**src/rtl/txmb_pkg.sv**
```systemverilog
// Shared types for the transmit mailbox selector.
// Assumes nothing beyond the two selection policies.
package txmb_pkg;
    typedef enum logic {
        POL_MBNUM = 1'b0,
        POL_IDENT = 1'b1
    } sel_pol_e;
endpackage

```
**src/rtl/txmb_key.sv**
```systemverilog
// Per-mailbox eligibility flag and arbitration key builder.
// Assumes mailbox 0 is receive-only; key = {base, ext, ext ? xid : 0}
// so a smaller key is a higher bus priority.
module txmb_key #(
    parameter int NUM_MB = 16,
    parameter int BASE_W = 11,
    parameter int XID_W  = 18,
    localparam int KEY_W = BASE_W + 1 + XID_W
) (
    input  logic [NUM_MB-1:0]        tx_pend,
    input  logic [NUM_MB-1:0]        rx_cfg,
    input  logic [NUM_MB*BASE_W-1:0] mb_base,
    input  logic [NUM_MB*XID_W-1:0]  mb_xid,
    input  logic [NUM_MB-1:0]        mb_ext,
    output logic [NUM_MB-1:0]        elig,
    output logic [NUM_MB*KEY_W-1:0]  keys
);
    for (genvar g = 0; g < NUM_MB; g++) begin : g_mb
        if (g == 0) begin : g_rx_only
            // mailbox 0 never transmits
            assign elig[g] = 1'b0;
        end else begin : g_txable
            // pending and not reserved for reception
            assign elig[g] = tx_pend[g] & ~rx_cfg[g];
        end
        // standard frames ignore the extended bits
        assign keys[g*KEY_W +: KEY_W] =
            {mb_base[g*BASE_W +: BASE_W], mb_ext[g],
             mb_ext[g] ? mb_xid[g*XID_W +: XID_W] : {XID_W{1'b0}}};
    end
endmodule

```
**src/rtl/txmb_pick.sv**
```systemverilog
// Reduction over eligible mailboxes: lowest number, or smallest key.
// Scans upward with strict compare so ties keep the lower number.
module txmb_pick
    import txmb_pkg::*;
#(
    parameter int NUM_MB = 16,
    parameter int KEY_W  = 30,
    localparam int IDX_W = $clog2(NUM_MB)
) (
    input  logic [NUM_MB-1:0]       elig,
    input  logic [NUM_MB*KEY_W-1:0] keys,
    input  sel_pol_e                pol,
    output logic                    found,
    output logic [IDX_W-1:0]        idx
);
    logic [KEY_W-1:0] best_key;

    // linear scan keeping the current best candidate
    always_comb begin
        found    = 1'b0;
        idx      = '0;
        best_key = '0;
        for (int i = 0; i < NUM_MB; i++) begin
            if (elig[i]) begin
                if (!found || (pol == POL_IDENT &&
                               keys[i*KEY_W +: KEY_W] < best_key)) begin
                    found    = 1'b1;
                    idx      = IDX_W'(i);
                    best_key = keys[i*KEY_W +: KEY_W];
                end
            end
        end
    end
endmodule

```
**src/rtl/txmb_select.sv**
```systemverilog
// Transmit buffer loader: registers the winning mailbox each cycle,
// freezes it once the bus is won and releases it on completion.
// Assumes request bits are owned outside and cleared via pend_clr.
module txmb_select
    import txmb_pkg::*;
#(
    parameter int NUM_MB = 16,
    parameter int BASE_W = 11,
    parameter int XID_W  = 18,
    localparam int IDX_W = $clog2(NUM_MB),
    localparam int KEY_W = BASE_W + 1 + XID_W
) (
    input  logic                     clk,
    input  logic                     rst_n,
    input  logic [NUM_MB-1:0]        tx_pend,
    input  logic [NUM_MB-1:0]        rx_cfg,
    input  logic                     by_id_mode,
    input  logic [NUM_MB*BASE_W-1:0] mb_base,
    input  logic [NUM_MB*XID_W-1:0]  mb_xid,
    input  logic [NUM_MB-1:0]        mb_ext,
    input  logic                     bus_won,
    input  logic                     tx_done,
    output logic                     sel_valid,
    output logic [IDX_W-1:0]         sel_idx,
    output logic [BASE_W-1:0]        sel_base,
    output logic [XID_W-1:0]         sel_xid,
    output logic                     sel_ext,
    output logic                     sel_locked,
    output logic [NUM_MB-1:0]        pend_clr
);
    logic [NUM_MB-1:0]       elig;
    logic [NUM_MB*KEY_W-1:0] keys;
    logic                    pick_found;
    logic [IDX_W-1:0]        pick_idx;

    txmb_key #(.NUM_MB(NUM_MB), .BASE_W(BASE_W), .XID_W(XID_W)) u_key (
        .tx_pend(tx_pend), .rx_cfg(rx_cfg), .mb_base(mb_base),
        .mb_xid(mb_xid), .mb_ext(mb_ext), .elig(elig), .keys(keys)
    );

    txmb_pick #(.NUM_MB(NUM_MB), .KEY_W(KEY_W)) u_pick (
        .elig(elig), .keys(keys), .pol(sel_pol_e'(by_id_mode)),
        .found(pick_found), .idx(pick_idx)
    );

    // selection register: reload, freeze or release
    always_ff @(posedge clk) begin
        if (!rst_n) begin
            sel_valid  <= 1'b0;
            sel_idx    <= '0;
            sel_base   <= '0;
            sel_xid    <= '0;
            sel_ext    <= 1'b0;
            sel_locked <= 1'b0;
        end else if (sel_locked) begin
            if (tx_done) begin
                sel_locked <= 1'b0;
                sel_valid  <= 1'b0;
            end
        end else if (bus_won && sel_valid) begin
            sel_locked <= 1'b1;
        end else begin
            sel_valid <= pick_found;
            sel_idx   <= pick_idx;
            sel_base  <= mb_base[pick_idx*BASE_W +: BASE_W];
            sel_xid   <= mb_xid[pick_idx*XID_W +: XID_W];
            sel_ext   <= mb_ext[pick_idx];
        end
    end

    // completion strobe toward the request-bit owner
    always_comb begin
        pend_clr = '0;
        if (sel_locked && tx_done) pend_clr[sel_idx] = 1'b1;
    end
endmodule

```
**config.mk**
```make
export PLATFORM = sky130hd
export DESIGN_NAME = txmb_select
export DESIGN_NICKNAME = d
export VERILOG_FILES = /design/src/rtl/txmb_pkg.sv /design/src/rtl/txmb_key.sv /design/src/rtl/txmb_pick.sv /design/src/rtl/txmb_select.sv
export SDC_FILE = /design/constraint.sdc
export NUM_CORES = 2
export LEC_CHECK = 0
export ABC_AREA = 1
export BUFFER_PORTS_ARGS = -buffer_cell sky130_fd_sc_hd__buf_4
export CORE_AREA = 2 2 224 226
export DETAILED_ROUTE_END_ITERATION = 8
export DIE_AREA = 0 0 226 228
export HOLD_SLACK_MARGIN = 0.03
export PLACE_DENSITY = 0.72
export SETUP_SLACK_MARGIN = 0.4
export SLEW_MARGIN = 5
export SYNTH_ARGS = -nofsm -noshare
export SYNTH_HDL_FRONTEND = slang
export SYNTH_SLANG_ARGS = --single-unit
```
**constraint.sdc**
```tcl
create_clock -name clk -period 29.1 [get_ports clk]
set_clock_uncertainty 0.05 [all_clocks]
set_input_delay 1.455 -clock clk [delete_from_list [all_inputs] [get_ports clk]]
set_output_delay 1.455 -clock clk [all_outputs]
set_load 0.01 [all_outputs]
```
==> results.cfg <==
[clock_tree]
cts_root_buf = clkbuf_16
clock_latency_ns = 0.29
cts_sinks = 36
clkTransAtPathRegs_ns = 0.07
cts_htree_levels = 2
clk_path_buf_depth = 2
cts_hold_buffers = 0
cts_tree = done
numCtsBuffers = 5

[synth]
ys_seq_area_frac = 0.0309
synth_edf_count = 0
syn-cell-area_sq_mm = 0.0233
synthArstFlopShare = 0
synth_top_area_frac = 0.232
yosys.area.top_type = nand2_1
synthTopCellsByArea = nand2_1, ha_1, nand3_1
synth_ff_type = dfxtp_1
synth_fp_nets = 5342
synth_cells = 4419
ys_warn_count = 0
syn_avg_cell_area_sq_um = 5.27
ys_seq_elements = 36
ys_types = 45

[routing]
wirelength_mm = 122
drt_iter0_markers = 3829
avgViaCountPerCell = 5.71
ant_nets = 0
drc = 0
drtPass1Iterations = 6
num_vias = 34700
wl_per_cell_um = 20.0

[global_route]
grt_pass1_vias = 29800
grt_use_met1 = 0.487
use_met3 = 0.0509
grt-ovfl-total = 0
grt.total_usage = 0.410
grt_max_degree = 79
busiest_layer = met2
antenna_found_initial = 11
grt_pass1_wl_mm = 163
use_met2 = 0.695

[setup_path]
reg2reg_depth = 6
startpoint_type = primary input
rr_endpoint = sel_idx[0]$_SDFFE_PN0P_
worstSetupPathType = in2reg
reg2reg_slack_ns = 27.44
end_kind = flip-flop
cp.required_ns = 29.24
rr_startpoint = sel_valid$_SDFFE_PN0P_
max_stage_delay_ns = 0.54
critical_path_arrival_ns = 28.39
crit_path_top_delay_cell = or4_4
cp_max_fo = 17
crit_top_cell = nand2_1

[timing]
setup_viol = 0
final_hold_viol_count = 0
tightest_slew_ns = 1.22
slew_violations = 0
relSlewSlack = 0.189
max_freq_mhz = 35.4
timing.final.crit_share = 0.971
fin_setup_tns_ns = 0
layout_min_cycle_time_ns = 28.25
setup_slack_ns = 0.851
rsz0062_at_grt = true
timing.hold.ws_ns = 0.513

[hold_path]
whs_endpoint = sel_valid$_SDFFE_PN0P_
hold_start = sel_valid$_SDFFE_PN0P_
min_path_cells = 2
hold_class = reg2reg

[placed_design]
gp_routability_congestion = 1.01
dp.cells = 5927
place_ws_ns = -0.557
numPortBuffers = 566
dp_hpwl_mm = 92.2

[finish]
layoutNonFillerInstCount = 6082
areaGrowthSynthToFinish_pct = 54.2
drive_gt1_frac = 0.295
layout.nets = 6326

[power]
ir_drop_v = 0.0000513
design_power_total_mw = 1.91
leakagePower_nw = 21.3
cellPowerDensity_mw_per_mm2 = 53.1

[floorplanning]
io_pins = 569
die_h_um = 228
die-area_sq_mm = 0.0515
initial_core_util = 0.472
rows = 82
die_w_um = 226
core_area_sq_mm = 0.0493

[flow_run]
cap_violations = 0

[run_status]
outcome = completed
==> critical path, delay by kind of cell <==
| family | cells | cell delay, ns |
|---|---|---|
| and+or+nand+nor | 95 | 10.30 |
| adders and majority gates | 14 | 3.98 |
| AOI/OAI and AO/OA | 44 | 7.45 |
| buffers and inverters | 37 | 5.21 |
==> cells by family (layout without fill, tap and decap cells) <==
| logic type | after synthesis | in the layout | synth area share |
|---|---|---|---|
| AND/OR/NAND/NOR | 2373 | 2387 | 0.432 |
| flip-flops | 36 | 36 | 0.0309 |
| other | 0 | 6 | 0 |
| buffers and inverters | 951 | 1922 | 0.165 |
| adder cells (fa/ha/maj) | 406 | 406 | 0.218 |
| AO/OA/AOI/OAI | 653 | 653 | 0.155 |
==> stage by stage <==
| step | util | instance area [sq um] |
|---|---|---|
| floorplan | - | 23300 |
| global placement | 0.639 | 31600 |
| detailed placement | 0.639 | 31600 |
| CTS | 0.647 | 31900 |
| global route | 0.727 | 35900 |
| finish | 0.728 | 35900 |
==> synth_stat cells, types with 7 or more instances <==
master,instances
nor3_1,14
nand2_2,25
nand2_1,1440
o221a_2,10
clkbuf_1,107
a2111oi_0,7
buf_4,30
nand4_1,44
ha_1,406
o221ai_1,7
buf_2,69
nor4_1,16
o21a_1,7
o21ai_0,391
inv_1,708
nor2_1,176
dfxtp_1,36
a21oi_1,146
nand3_1,643
o22ai_1,12
a211oi_1,44
a31oi_1,9
buf_1,23
==> how the worst max path moves through the flow <==
| stage | start | to | slack, ns |
|---|---|---|---|
| final | rx_cfg[1] | sel_xid[2]$_SDFFE_PN0P_ | 0.85 |
| after global routing | rx_cfg[1] | sel_xid[1]$_SDFFE_PN0P_ | -0.65 |
| after CTS | rx_cfg[1] | sel_xid[11]$_SDFFE_PN0P_ | 0.42 |
| after detailed placement | rx_cfg[1] | sel_xid[5]$_SDFFE_PN0P_ | -0.56 |
| after global placement | rx_cfg[1] | sel_xid[5]$_SDFFE_PN0P_ | -0.38 |
| after floorplan | tx_pend[1] | sel_xid[4]$_SDFFE_PN0P_ | 3.17 |
==> layout by cell type (no fill, tap or decap), drive strengths merged, types with 10 or more instances in the layout <==
cell type,synthesis,routed
nand2,1472,1486
buf,128,1169
inv,711,711
nand3,643,643
ha,406,406
o21ai,393,393
nor2,178,178
a21oi,147,147
nand4,44,44
a211oi,44,44
clkbuf,108,39
dfxtp,36,36
nor4,16,16
nor3,15,15
o22ai,12,12
o221a,10,10
==> flip-flops by register name (all words and copies together) (netlist names) <==
name	cells
sel_base	11
sel_idx	4
sel_xid	18
sel_ext	1
sel_locked	1
sel_valid	1
==> routing by layer <==
metal  routed length [um]  share of wire
met5                   64        0.00052
met4                10200          0.084
met3                12600           0.10
met2                54500           0.45
met1                44600           0.37
==> area by class of cell <==
| type | instances | area [sq um] |
|---|---|---|
| multi-input cells | 3446 | 20800 |
| fillers | 4421 | 13400 |
| repair buffers | 1201 | 10600 |
| inverters | 713 | 2700 |
| well taps | 672 | 841 |
| flip-flops and latches | 36 | 721 |
| clock buffers | 7 | 143 |
| diodes | 6 | 15.0 |
| clock inverters | 1 | 7.51 |
==> power by group <==
group	switching [mW]	internal, mW	leakage (nW)
Clock	0.0237	0.0342	0.0702
Sequential	0.0117	0.0647	0.300
Combinational	1.01	0.761	20.9
==> timing repair <==
action                     CTS  global route
pin swaps                    2           124
setup buffers                2            83
hold endpoints to repair     0             0
gates resized for setup     43           611
setup endpoints to repair   34            34
cloned                       4            52
No activity file was read; power rests on OpenSTA's default activity.
